$ cat src/rtl/serial_rtc_slave.sv
module serial_rtc_slave #(
  parameter int SYNC_STAGES = 2,
  parameter int BURST_ADDR  = 31
) (
  input  logic clk,
  input  logic rst_n,
  input  logic ce_i,
  input  logic sclk_i,
  input  logic sdi_i,
  input  logic tick_i,
  output logic sdo_o,
  output logic sdo_oe_o
);
  localparam int NREG = 8;
  localparam int IW   = $clog2(NREG);
  localparam int SL   = SYNC_STAGES - 1;

  typedef enum logic [1:0] {PH_CMD, PH_WR, PH_RD, PH_DONE} phase_t;

  logic [SYNC_STAGES-1:0] ce_sy, sclk_sy, sdi_sy;
  logic       sclk_d;
  logic       ce_s, sclk_s, sdi_s, rise, fall;
  phase_t     phase;
  logic [2:0] bitcnt, rbit;
  logic [6:0] shreg;
  logic [7:0] byte_in;
  logic [IW-1:0] idx;
  logic       burst, rd_on, sdo_r;
  logic [7:0] regs [NREG];
  logic [7:0] snap [NREG];
  logic       byte_done, cmd_ok, wr_now;
  logic [5:0] cmd_addr;
  logic [8*(NREG-1)-1:0] tvec;

  always_ff @(posedge clk or negedge rst_n)
    if (!rst_n) begin
      ce_sy <= '0; sclk_sy <= '0; sdi_sy <= '0; sclk_d <= 1'b0;
    end else begin
      ce_sy   <= {ce_sy[SL-1:0], ce_i};
      sclk_sy <= {sclk_sy[SL-1:0], sclk_i};
      sdi_sy  <= {sdi_sy[SL-1:0], sdi_i};
      sclk_d  <= sclk_sy[SL];
    end

  assign ce_s   = ce_sy[SL];
  assign sclk_s = sclk_sy[SL];
  assign sdi_s  = sdi_sy[SL];
  assign rise   = ce_s & sclk_s & ~sclk_d;
  assign fall   = ce_s & ~sclk_s & sclk_d;

  assign byte_in   = {sdi_s, shreg};
  assign byte_done = rise && (bitcnt == 3'd7) && (phase == PH_CMD || phase == PH_WR);
  assign cmd_addr  = byte_in[6:1];
  assign cmd_ok    = byte_in[7] && (cmd_addr < 6'(NREG) || cmd_addr == 6'(BURST_ADDR));
  assign wr_now    = byte_done && phase == PH_WR && (idx == IW'(NREG-1) || !regs[NREG-1][7]);

  always_ff @(posedge clk or negedge rst_n)
    if (!rst_n) begin
      phase <= PH_CMD; bitcnt <= '0; rbit <= '0; shreg <= '0;
      idx <= '0; burst <= 1'b0; rd_on <= 1'b0; sdo_r <= 1'b0;
      for (int k = 0; k < NREG; k++) snap[k] <= '0;
    end else if (!ce_s) begin
      phase <= PH_CMD; bitcnt <= '0; rbit <= '0; rd_on <= 1'b0;
    end else begin
      if (rise && (phase == PH_CMD || phase == PH_WR)) begin
        shreg  <= byte_in[7:1];
        bitcnt <= bitcnt + 3'd1;
      end
      if (byte_done) begin
        if (phase == PH_CMD) begin
          if (cmd_ok) begin
            burst <= (cmd_addr == 6'(BURST_ADDR));
            idx   <= (cmd_addr == 6'(BURST_ADDR)) ? '0 : cmd_addr[IW-1:0];
            if (byte_in[0]) begin
              phase <= PH_RD;
              rd_on <= 1'b1;
              rbit  <= '0;
              for (int k = 0; k < NREG; k++) snap[k] <= regs[k];
            end else begin
              phase <= PH_WR;
            end
          end else begin
            phase <= PH_DONE;
          end
        end else begin
          if (burst && idx != IW'(NREG-1)) idx <= idx + IW'(1);
          else phase <= PH_DONE;
        end
      end
      if (fall && phase == PH_RD) begin
        sdo_r <= snap[idx][rbit];
        rbit  <= rbit + 3'd1;
        if (rbit == 3'd7) begin
          if (burst && idx != IW'(NREG-1)) idx <= idx + IW'(1);
          else phase <= PH_DONE;
        end
      end
    end

  function automatic logic [7:0] bcd_inc(input logic [7:0] v, input logic [7:0] top);
    if (v == top)           return 8'h00;
    else if (v[3:0] == 4'd9) return {v[7:4] + 4'd1, 4'd0};
    else                     return v + 8'd1;
  endfunction

  always_ff @(posedge clk or negedge rst_n)
    if (!rst_n) begin
      regs[0] <= 8'h00; regs[1] <= 8'h00; regs[2] <= 8'h00; regs[3] <= 8'h01;
      regs[4] <= 8'h01; regs[5] <= 8'h01; regs[6] <= 8'h00; regs[7] <= 8'h80;
    end else if (wr_now) begin
      regs[idx] <= (idx == IW'(NREG-1)) ? (byte_in & 8'h80) : byte_in;
    end else if (tick_i) begin
      regs[0] <= bcd_inc(regs[0], 8'h59);
      if (regs[0] == 8'h59) begin
        regs[1] <= bcd_inc(regs[1], 8'h59);
        if (regs[1] == 8'h59) regs[2] <= bcd_inc(regs[2], 8'h23);
      end
    end

  assign sdo_o    = sdo_r;
  assign sdo_oe_o = rd_on & ce_s;

  genvar g;
  generate
    for (g = 0; g < NREG - 1; g++) begin : g_tv
      assign tvec[8*g +: 8] = regs[g];
    end
  endgenerate


  wp_hold_chk: assert property (@(posedge clk) disable iff (!rst_n)
    (regs[NREG-1][7] && !tick_i) |=> $stable(tvec));

  ctrl_low_zero_chk: assert property (@(posedge clk) disable iff (!rst_n)
    regs[NREG-1][6:0] == 7'd0);

  abort_idle_chk: assert property (@(posedge clk) disable iff (!rst_n)
    !ce_s |=> (bitcnt == 3'd0 && phase == PH_CMD && !sdo_oe_o));

  sdo_edge_chk: assert property (@(posedge clk) disable iff (!rst_n)
    !fall |=> $stable(sdo_o));

  sec_wrap_chk: assert property (@(posedge clk) disable iff (!rst_n)
    (tick_i && !wr_now && regs[0] == 8'h59) |=> regs[0] == 8'h00);
endmodule

$ cat config.mk
export PLATFORM = sky130hd
export DESIGN_NAME = serial_rtc_slave
export DESIGN_NICKNAME = d
export VERILOG_FILES = /design/src/rtl/serial_rtc_slave.sv
export SDC_FILE = /design/constraint.sdc
export NUM_CORES = 1
export LEC_CHECK = 0
export CELL_PAD_IN_SITES_DETAIL_PLACEMENT = 1
export CELL_PAD_IN_SITES_GLOBAL_PLACEMENT = 1
export CORE_MARGIN = 2
export CORE_UTILIZATION = 51
export DETAILED_ROUTE_END_ITERATION = 16
export PLACE_DENSITY = 0.79
export SYNTH_ARGS = -nofsm -noshare
export SYNTH_HDL_FRONTEND = slang
export SYNTH_SLANG_ARGS = --single-unit
export TNS_END_PERCENT = 30
$ cat constraint.sdc
create_clock -name clk -period 2.55 [get_ports clk]
set_input_delay 0.51 -clock clk [delete_from_list [all_inputs] [get_ports clk]]
set_output_delay 0.51 -clock clk [all_outputs]
set_load 0.02 [all_outputs]
# Word-level counts from Yosys, hierarchy flattened
# Cells that the tools add are included.
# W data, S select, Z words.
[op_classes]
n_addsub = 9
n_lt_le_gt_ge = 4
eq_ne = 22
mux = 49
bitwise = 8
n_reduce_logical = 25
[ops]
columns = ["operator", "count"]
rows = [
  ["$mux W8", 10],
  ["$bwmux W64", 1],
  ["$mux W24", 2],
  ["$mux W3", 16],
  ["$add A8 B1 Y8 const B", 3],
  ["$bmux W8 S3", 1],
  ["$demux W8 S3", 1],
  ["$mux W2", 9],
  ["$eq A8 B7 Y1 const B", 2],
  ["$mux W16", 1],
  ["$add A4 B1 Y4 const B", 3],
  ["$eq A4 B4 Y1 const B", 3],
  ["$ne A3 B1 Y1 const B", 4],
  ["$reduce_and A4 Y1", 3],
  ["$ne A2 B1 Y1 const B", 5],
  ["$add A3 B1 Y3 const B", 3],
  ["$eq A3 B3 Y1 const B", 3],
  ["$logic_and A1 B1 Y1", 9],
  ["$eq A8 B6 Y1 const B", 1],
  ["$mux W7", 1],
  ["$eq A6 B5 Y1 const B", 1],
  ["$lt A6 B4 Y1 const B", 1],
  ["$mux W1", 6],
  ["$reduce_and A2 Y1", 3],
  ["16 further kinds", 25],
]
[word_totals]
register_bits = 156
inputBits = 6
out_inout_bits = 2
elab_cells = 145

# Longest topological paths before layout
# Gate-level depths: netlist of run 1.
[logic_depth]
depth_word = 10
mapped_depth = 10
mapped_depth_nobuf = 7

# Least setup slack after synthesis of run 1
# OpenSTA, ideal clock, no wires.
[synth_timing]
kind = "reg-to-reg"
startpoint = "register idx[0]"
endpoint = "register regs[10] in the netlist's numbering"
setup_ps = 125
arrival_time_ps = 2136
t_required_ps = 2425
path_slack_ps = 289
stages_incl_launch_ff = 8
path_buffers = 1
period_less_slack_ps = 2261
path_cell_list = "dfrtp_1 -> ha_1 -> ha_1 -> nor2b_1 -> or4_1 -> buf_2 -> nor3_4 -> mux2_2"
[synth_between]
elab_chain_len = 6
elab_cells_between_ends = 11
classes_between = "order compare (2); eq/ne (1); mux (4); bitwise (1); reduce/logical (3)"
[synth_lines]
columns = ["item", "line_no", "text"]
rows = [
  ["from (decl)", "27", "logic [IW-1:0] idx;"],
  ["from (signal assigned)", "73", "idx <= (cmd_addr == 6'(BURST_ADDR)) ? '0 : cmd_addr[IW-1:0];"],
  ["from (signal assigned)", "86", "if (burst && idx != IW'(NREG-1)) idx <= idx + IW'(1);"],
  ["from (signal assigned)", "94", "if (burst && idx != IW'(NREG-1)) idx <= idx + IW'(1);"],
  ["$not A3 Y4", "111", "regs[idx] <= (idx == IW'(NREG-1)) ? (byte_in & 8'h80) : byte_in;"],
  ["$ge A4 B4 Y1 (implied by the code) / $lt A4 B1 Y1 (equally long branches)", "111", ""],
  ["$logic_and A1 B1 Y1 (implied by the code)", "111", ""],
  ["$mux W8", "111", ""],
  ["$demux W8 S3", "111", ""],
  ["$bwmux W64", "111", ""],
  ["to (signal, indexed assignment)", "111", ""],
  ["to (decl)", "29", "logic [7:0] regs [NREG];"],
]
# Several ways; a longest one is shown, not always the timed one.
# A chain may end at the register's enable or synchronous reset.

# Worst setup path in the final report of run 1
[layout_timing]
startpoint = "register idx[0]"
endpoint = "register idx[0]"
[layout_between]
elab_chain_len = 8
elab_cells_between_ends = 10
classes_between = "add/sub (1); eq/ne (1); mux (7); reduce/logical (1)"
[layout_lines]
columns = ["item", "line_no", "text"]
rows = [
  ["parallel branches: the longest is 7 deep, another holds $add A3 B1 Y3", "-", ""],
  ["$mux W3 *", "90", "if (fall && phase == PH_RD) begin"],
]
# Mark *: on every way between the ends.

==> flow_summary.yaml, run 1 <==
cells_and_area:
  nets: 743
  utilization_pct: 60.8
  num_antenna_cells: 0
  fillerInstances: 1532
  drive_above_1_share_pct: 26.0
  seqCellArea_um2: 3910
  multiInputGateArea_um2: 3600
  area_growth_pct: 15.7
detailed_routing:
  wirelength_mm: 22.2
  post-route-drc-count: 0
  wire_per_inst_um: 24.2
  firstDrtPassIters: 5
  avgViaCountPerCell: 6.36
  dr.first_iter.drc_count: 454
  ant_nets: 0
  num_vias: 5828
pwr:
  p_leak_nw: 4.12
  peakVddDrop_uv: 737
  p_per_area_nw_per_um2: 671
critical_path:
  cp.arrival_ns: 2.72
  crit_type: "reg2reg"
  cp.required_ns: 2.82
  end_kind: "register"
  critical_path_peak_fanout: 15
  critical_path.startpoint_type: "register"
logic_synthesis:
  ys_seq_elements: 156
  synth_compound_area_share_pct: 12.9
  syn_avg_cell_area_um2: 11.3
  synth_xor_area_share_pct: 0.114
  synth_simple_gate_area_share_pct: 13.8
  synth_top_family_by_area: "multiplexers"
  synth-warning-count: 0
  muxShareOfSynthArea_pct: 16.5
  synth_top_flop_cell: "dfrtp_1"
  synth_edf_count: 0
  netlist_instances: 682
  yosys-top-cells-area: "dfrtp_1 (49%), mux2_2 (12%), nand2_1 (3.7%), ha_1 (2.9%), o21ai_0 (2.7%)"
  yosys.area.top_type: "dfrtp_1"
  async_flop_share_pct: 100
  ys_types: 73
  synth_fp_nets: 706
  synth_top_area_share_pct: 49.4
  seq_area_frac_synth_pct: 50.8
  synth_area_um2: 7690
  synth_fa_ha_area_share_pct: 2.93
sta:
  max_freq_mhz: 409
  hold_ws_ns: 0.0810
  tightest_slew_ns: 0.705
  slew_headroom_pct: 52.9
  fin_crit_sh_pct: 96.0
  finalClockSkew_ns: 0.0111
  post-route-min-period_ns: 2.45
  grt_setup_unrepaired: "yes"
  finalSetupViolCount: 0
  final_max_slew_viol_count: 0
  finalHoldViolations: 0
die:
  die_height_um: 127
  core_um2: 14600
  core.rowCount: 44
  start_util_pct: 52.5
  num_io_pins: 8
  die_x_um: 127
  dieArea_um2: 16100
global_route:
  grt_pass1_wl_mm: 35.2
  grt_remaining_overflow: 0
  grt_pass1_vias: 6127
  grt_max_degree: 80
  antenna_found_initial: 0
  grtUsageTotal_pct: 28.9
outcome:
  status: "finished, final reports clean"
worst_hold_path:
  hold_path.class: "in2async"
clocking:
  h-tree-depth: 4
  path_clk_slew_ns: 0.06
  postCtsHoldBufs: 0
  cts_buffer_depth: 2
  cts_made_buffers: 17
  cts.sinks: 156
  tritoncts: "done"
  clock_latency_ns: 0.44
  root_buffer: "clkbuf_16"
flow_run:
  cap_violations: 0
place:
  place_hpwl_mm: 15.3
  io_buffer_count: 7
  routabilityCongestion: 0.880
==> synthesized netlist by cell type, types with 4 or more instances <==
library cell and instances:
nand3b_1 5, mux2i_1 14, a21oi_1 17, a211oi_1 5
buf_2 9, ha_1 18, o32ai_1 4, o21ai_0 41
and4_1 5, o22ai_1 9, mux2_1 5, mux4_2 7
a32oi_1 4, nand2b_1 10, and2_1 5, and3_1 7
inv_1 18, nor2b_1 16, nor2_1 26, clkbuf_1 25
dfstp_2 4, nand2_1 76, nand4_1 4, mux2_2 81
o211ai_1 4, o31ai_1 9, nor3_1 9, nand3_1 15
a31oi_1 5, dfrtp_1 152, a22o_1 6
==> area by class of cell <==
class,instances,area share (%)
multi-input cells,470,40.5
well taps,184,2.59
repair buffers,55,5.15
clock buffers,21,5.17
inverters,19,0.801
flip-flops and latches,156,43.9
clock inverters,11,1.86
==> critical path: stages (launching register included) <==
cell,delay [ns]
dfrtp_1,0.39
ha_1,0.22
ha_1,0.22
buf_4,0.20
nor4bb_2,0.50
a21oi_1,0.16
o311ai_0,0.39
o31ai_1,0.20
==> flip-flops by register name (all words and copies together), names as in the netlist <==
register,cells
bitcnt,3
sdo_o,1
idx,3
snap,64
sdi_sy,2
regs,64
phase,2
ce_sy,2
sclk_d,1
shreg,7
rd_on,1
rbit,3
burst,1
sclk_sy,2
==> metal layers <==
layer	vias to the layer above	global-route usage [%]	wire [µm]	part of all wire [%]
met1	3048	38.3	9580	43
met2	174	48.0	11000	50
met4	0	7.63	450	2.0
met3	35	6.87	1160	5.2
met5	-	0	0	0
li1	2571	-	-	-
==> path summary, 6_finish.rpt <==
kind	to	depth (start not counted)	slack, ns	startpoint
max	idx[0]	7	0.10	idx[0]
min	bitcnt[2]	1	0.08	rst_n
max reg2reg	idx[0]	7	0.10	idx[0]
min reg2reg	sdi_sy[1]	0	0.36	sdi_sy[0]
max in group asynchronous	regs[24]	2	1.68	rst_n
min in group clk	sdi_sy[1]	0	0.36	sdi_sy[0]
==> timing repair <==
| action | CTS | global route |
|---|---|---|
| cloned | 0 | 1 |
| setup buffers | 0 | 5 |
| resized for setup | 1 | 8 |
| pin swaps | 0 | 2 |
| endpoints found under the setup margin | 1 | 35 |
==> power by group <==
group | leakage (nW) | switching, mW | internal, mW
Combinational | 1.70 | 0.366 | 0.197
Clock | 0.307 | 1.00 | 1.69
Sequential | 2.11 | 0.151 | 2.57
Total | 4.12 | 1.52 | 4.45
==> cell families (layout without fill, tap and decap cells) <==
logic type	Yosys count	after routing
flip-flops	156	156
XOR/XNOR	1	1
AO/OA/AOI/OAI	144	144
buffers and inverters	56	106
multiplexers	107	107
adder cells (fa/ha/maj)	18	18
AND/OR/NAND/NOR	200	200
==> stage by stage <==
| step | power [mW] | setup TNS (ns) | instance area, µm² | worst slack [ns] | cells |
|---|---|---|---|---|---|
| after floorplan | 3.00 | 0 | 7690 | 0.289 | 682 |
| after global placement | 3.26 | 0 | 8190 | 0.169 | 878 |
| after detailed placement | 3.30 | 0 | 8190 | 0.0788 | 878 |
| after CTS | 6.00 | 0 | 8820 | 0.0419 | 910 |
| after global routing | 6.20 | -0.141 | 8900 | -0.0516 | 916 |
| final | 5.97 | 0 | 8900 | 0.103 | 916 |
==> layout by cell type (no fill, tap or decap), types with 6 or more instances in the layout <==
cell type / instances
o31ai_1: 9
mux4_2: 7
ha_1: 18
dfrtp_1: 152
mux2i_1: 14
and3_1: 7
buf_4: 44
clkdlybuf4s50_1: 6
clkbuf_16: 17
nor3_1: 9
nor2b_1: 16
inv_1: 17
nand2b_1: 10
a22o_1: 6
nor2_1: 25
o21ai_0: 40
nand3_1: 15
nand2_1: 76
a21oi_1: 16
o22ai_1: 9
mux2_2: 81
Power figures use the tool's default switching activity.
==> run 2, diff against run 1 <==
Settings changed: CTS_CLUSTER_SIZE set to 12, HOLD_SLACK_MARGIN set to 0.12.
Clock period 2.55 ns to 2.44 ns, I/O delays scaled along.
==> flow_summary.yaml, run 2 (synthesis gave the netlist of run 1 again) <==
clocking:
  path_clk_slew_ns: 0.07
  tritoncts: "done"
  cts.sinks: 156
  clock_latency_ns: 0.44
  cts_buffer_depth: 2
  h-tree-depth: 4
  cts_setup_buffers: 0
  root_buffer: "clkbuf_16"
  cts_made_buffers: 17
cells_and_area:
  num_antenna_cells: 0
  reg_top3: "regs: 64 flops, snap: 64 flops, shreg: 7 flops"
  final_cell_mix: "dfrtp_1 (152), mux2_2 (81), nand2_1 (76)"
  nets: 745
  utilization_pct: 60.7
  area_growth_pct: 15.6
  layout_commonest_cell: "dfrtp_1"
  drive_above_1_share_pct: 26.7
sta:
  finalHoldViolations: 0
  worst_slack_ns: 0.107
  max_freq_mhz: 429
  final_max_slew_viol_count: 0
  slew_headroom_pct: 50.1
  tightest_slew_ns: 0.738
  post-route-min-period_ns: 2.33
  fin_crit_sh_pct: 95.6
  tns_ns: 0
  grt_setup_unrepaired: "no"
  hold_ws_ns: 0.359
  finalClockSkew_ns: 0.00660
  finalSetupViolCount: 0
pwr:
  peakVddDrop_uv: 586
  p_per_area_nw_per_um2: 677
  p_total_mw: 6.01
  p_leak_nw: 4.10
global_route:
  grtUsageTotal_pct: 29.8
  grt_remaining_overflow: 0
  grt_pass1_wl_mm: 36.2
  grt_max_degree: 80
  grt_pass1_vias: 6313
  antenna_found_initial: 1
detailed_routing:
  firstDrtPassIters: 4
  post-route-drc-count: 0
  dr_wl_met2_mm: 11.2
  wirelength_mm: 22.5
  num_vias: 5790
  top_layer_used: "met4"
  wl_met1_mm: 9.59
  avgViaCountPerCell: 6.31
  wire_per_inst_um: 24.5
  ant_nets: 0
  met3_length_mm: 1.08
  dr.first_iter.drc_count: 434
worst_hold_path:
  hp-start: "sdi_sy[0]"
  hold_path.class: "reg2reg"
  min_to: "sdi_sy[1]"
  hold_depth: 0
place:
  place_hpwl_mm: 15.6
  routabilityCongestion: 0.877
  place_ws_ns: -0.0100
  io_buffer_count: 7
critical_path:
  r2r_slack_ns: 0.11
  cp.required_ns: 2.76
  end_kind: "register"
  critical_path.startpoint_type: "register"
  crit_type: "reg2reg"
  timing.rr.end: "regs[45]"
  cp.arrival_ns: 2.65
  rr_startpoint: "idx[1]"
  rr_worst_depth: 9
  critical_path_peak_fanout: 17
die:
  core_um2: 14600
  core.rowCount: 44
  start_util_pct: 52.5
  dieArea_um2: 16100
  die_x_um: 127
  num_io_pins: 8
  die_height_um: 127
outcome:
  status: "finished, final reports clean"
flow_run:
  cap_violations: 0
==> run 2: per-stage QoR <==
step,cell area [µm²],cells
final,8890,918
after global routing,8890,918
after CTS,8870,918
after detailed placement,8280,885
after global placement,8280,885
after floorplan,7690,682
==> run 2: final cells by class <==
class | instances | area, µm²
clock buffers | 17 | 425
clock inverters | 15 | 141
fillers | 1520 | 5750
inverters | 19 | 71.3
multi-input cells | 470 | 3590
flip-flops and latches | 156 | 3910
well taps | 184 | 230
repair buffers | 57 | 519
==> run 2: how the worst max path moves through the flow <==
| stage | end | from | depth (start not counted) | slack (ns) |
|---|---|---|---|---|
| after floorplan | regs[10] | idx[0] | 7 | 0.18 |
| after global placement | regs[13] | bitcnt[0] | 8 | 0.08 |
| after detailed placement | regs[10] | bitcnt[0] | 8 | -0.01 |
| after CTS | regs[10] | bitcnt[0] | 8 | 0.02 |
| after global routing | idx[0] | idx[1] | 7 | 0.01 |
| final | regs[45] | idx[1] | 9 | 0.11 |
==> run 2: where the power goes <==
part	total, mW	leakage (nW)	switching, mW	internal (mW)
Sequential	2.84	2.11	0.158	2.68
Combinational	0.590	1.71	0.381	0.209
Clock	2.59	0.276	1.17	1.42
Total	6.01	4.10	1.70	4.31
==> run 2: worst max-delay path: stages (launching register included) <==
cell and delay (ns):
dfrtp_1 0.40, ha_1 0.18, ha_1 0.19, nor2b_2 0.06
buf_4 0.15, nor4_2 0.19, buf_6 0.26, nand2_2 0.18
a21oi_4 0.24, mux2_2 0.36
==> run 2: repair_timing <==
action,4_1_cts,5_1_grt
hold buffers,1,0
pin swaps,0,1
hold endpoints to repair,65,0
gates resized for setup,4,6
endpoints found under the setup margin,10,21
==> run 2: metal layers <==
| metal | global-route usage (%) | up-vias |
|---|---|---|
| met1 | 38.8 | 3044 |
| li1 | - | 2578 |
| met3 | 6.58 | 35 |
| met2 | 49.7 | 133 |
| met5 | 0 | - |
| met4 | 10.3 | 0 |
==> run 3, diff against run 2 <==
Settings changed: CTS_CLUSTER_DIAMETER set to 80.
==> results of run 3 <==
Same layout as run 2: the final DEF is identical, and so are final timing and power.
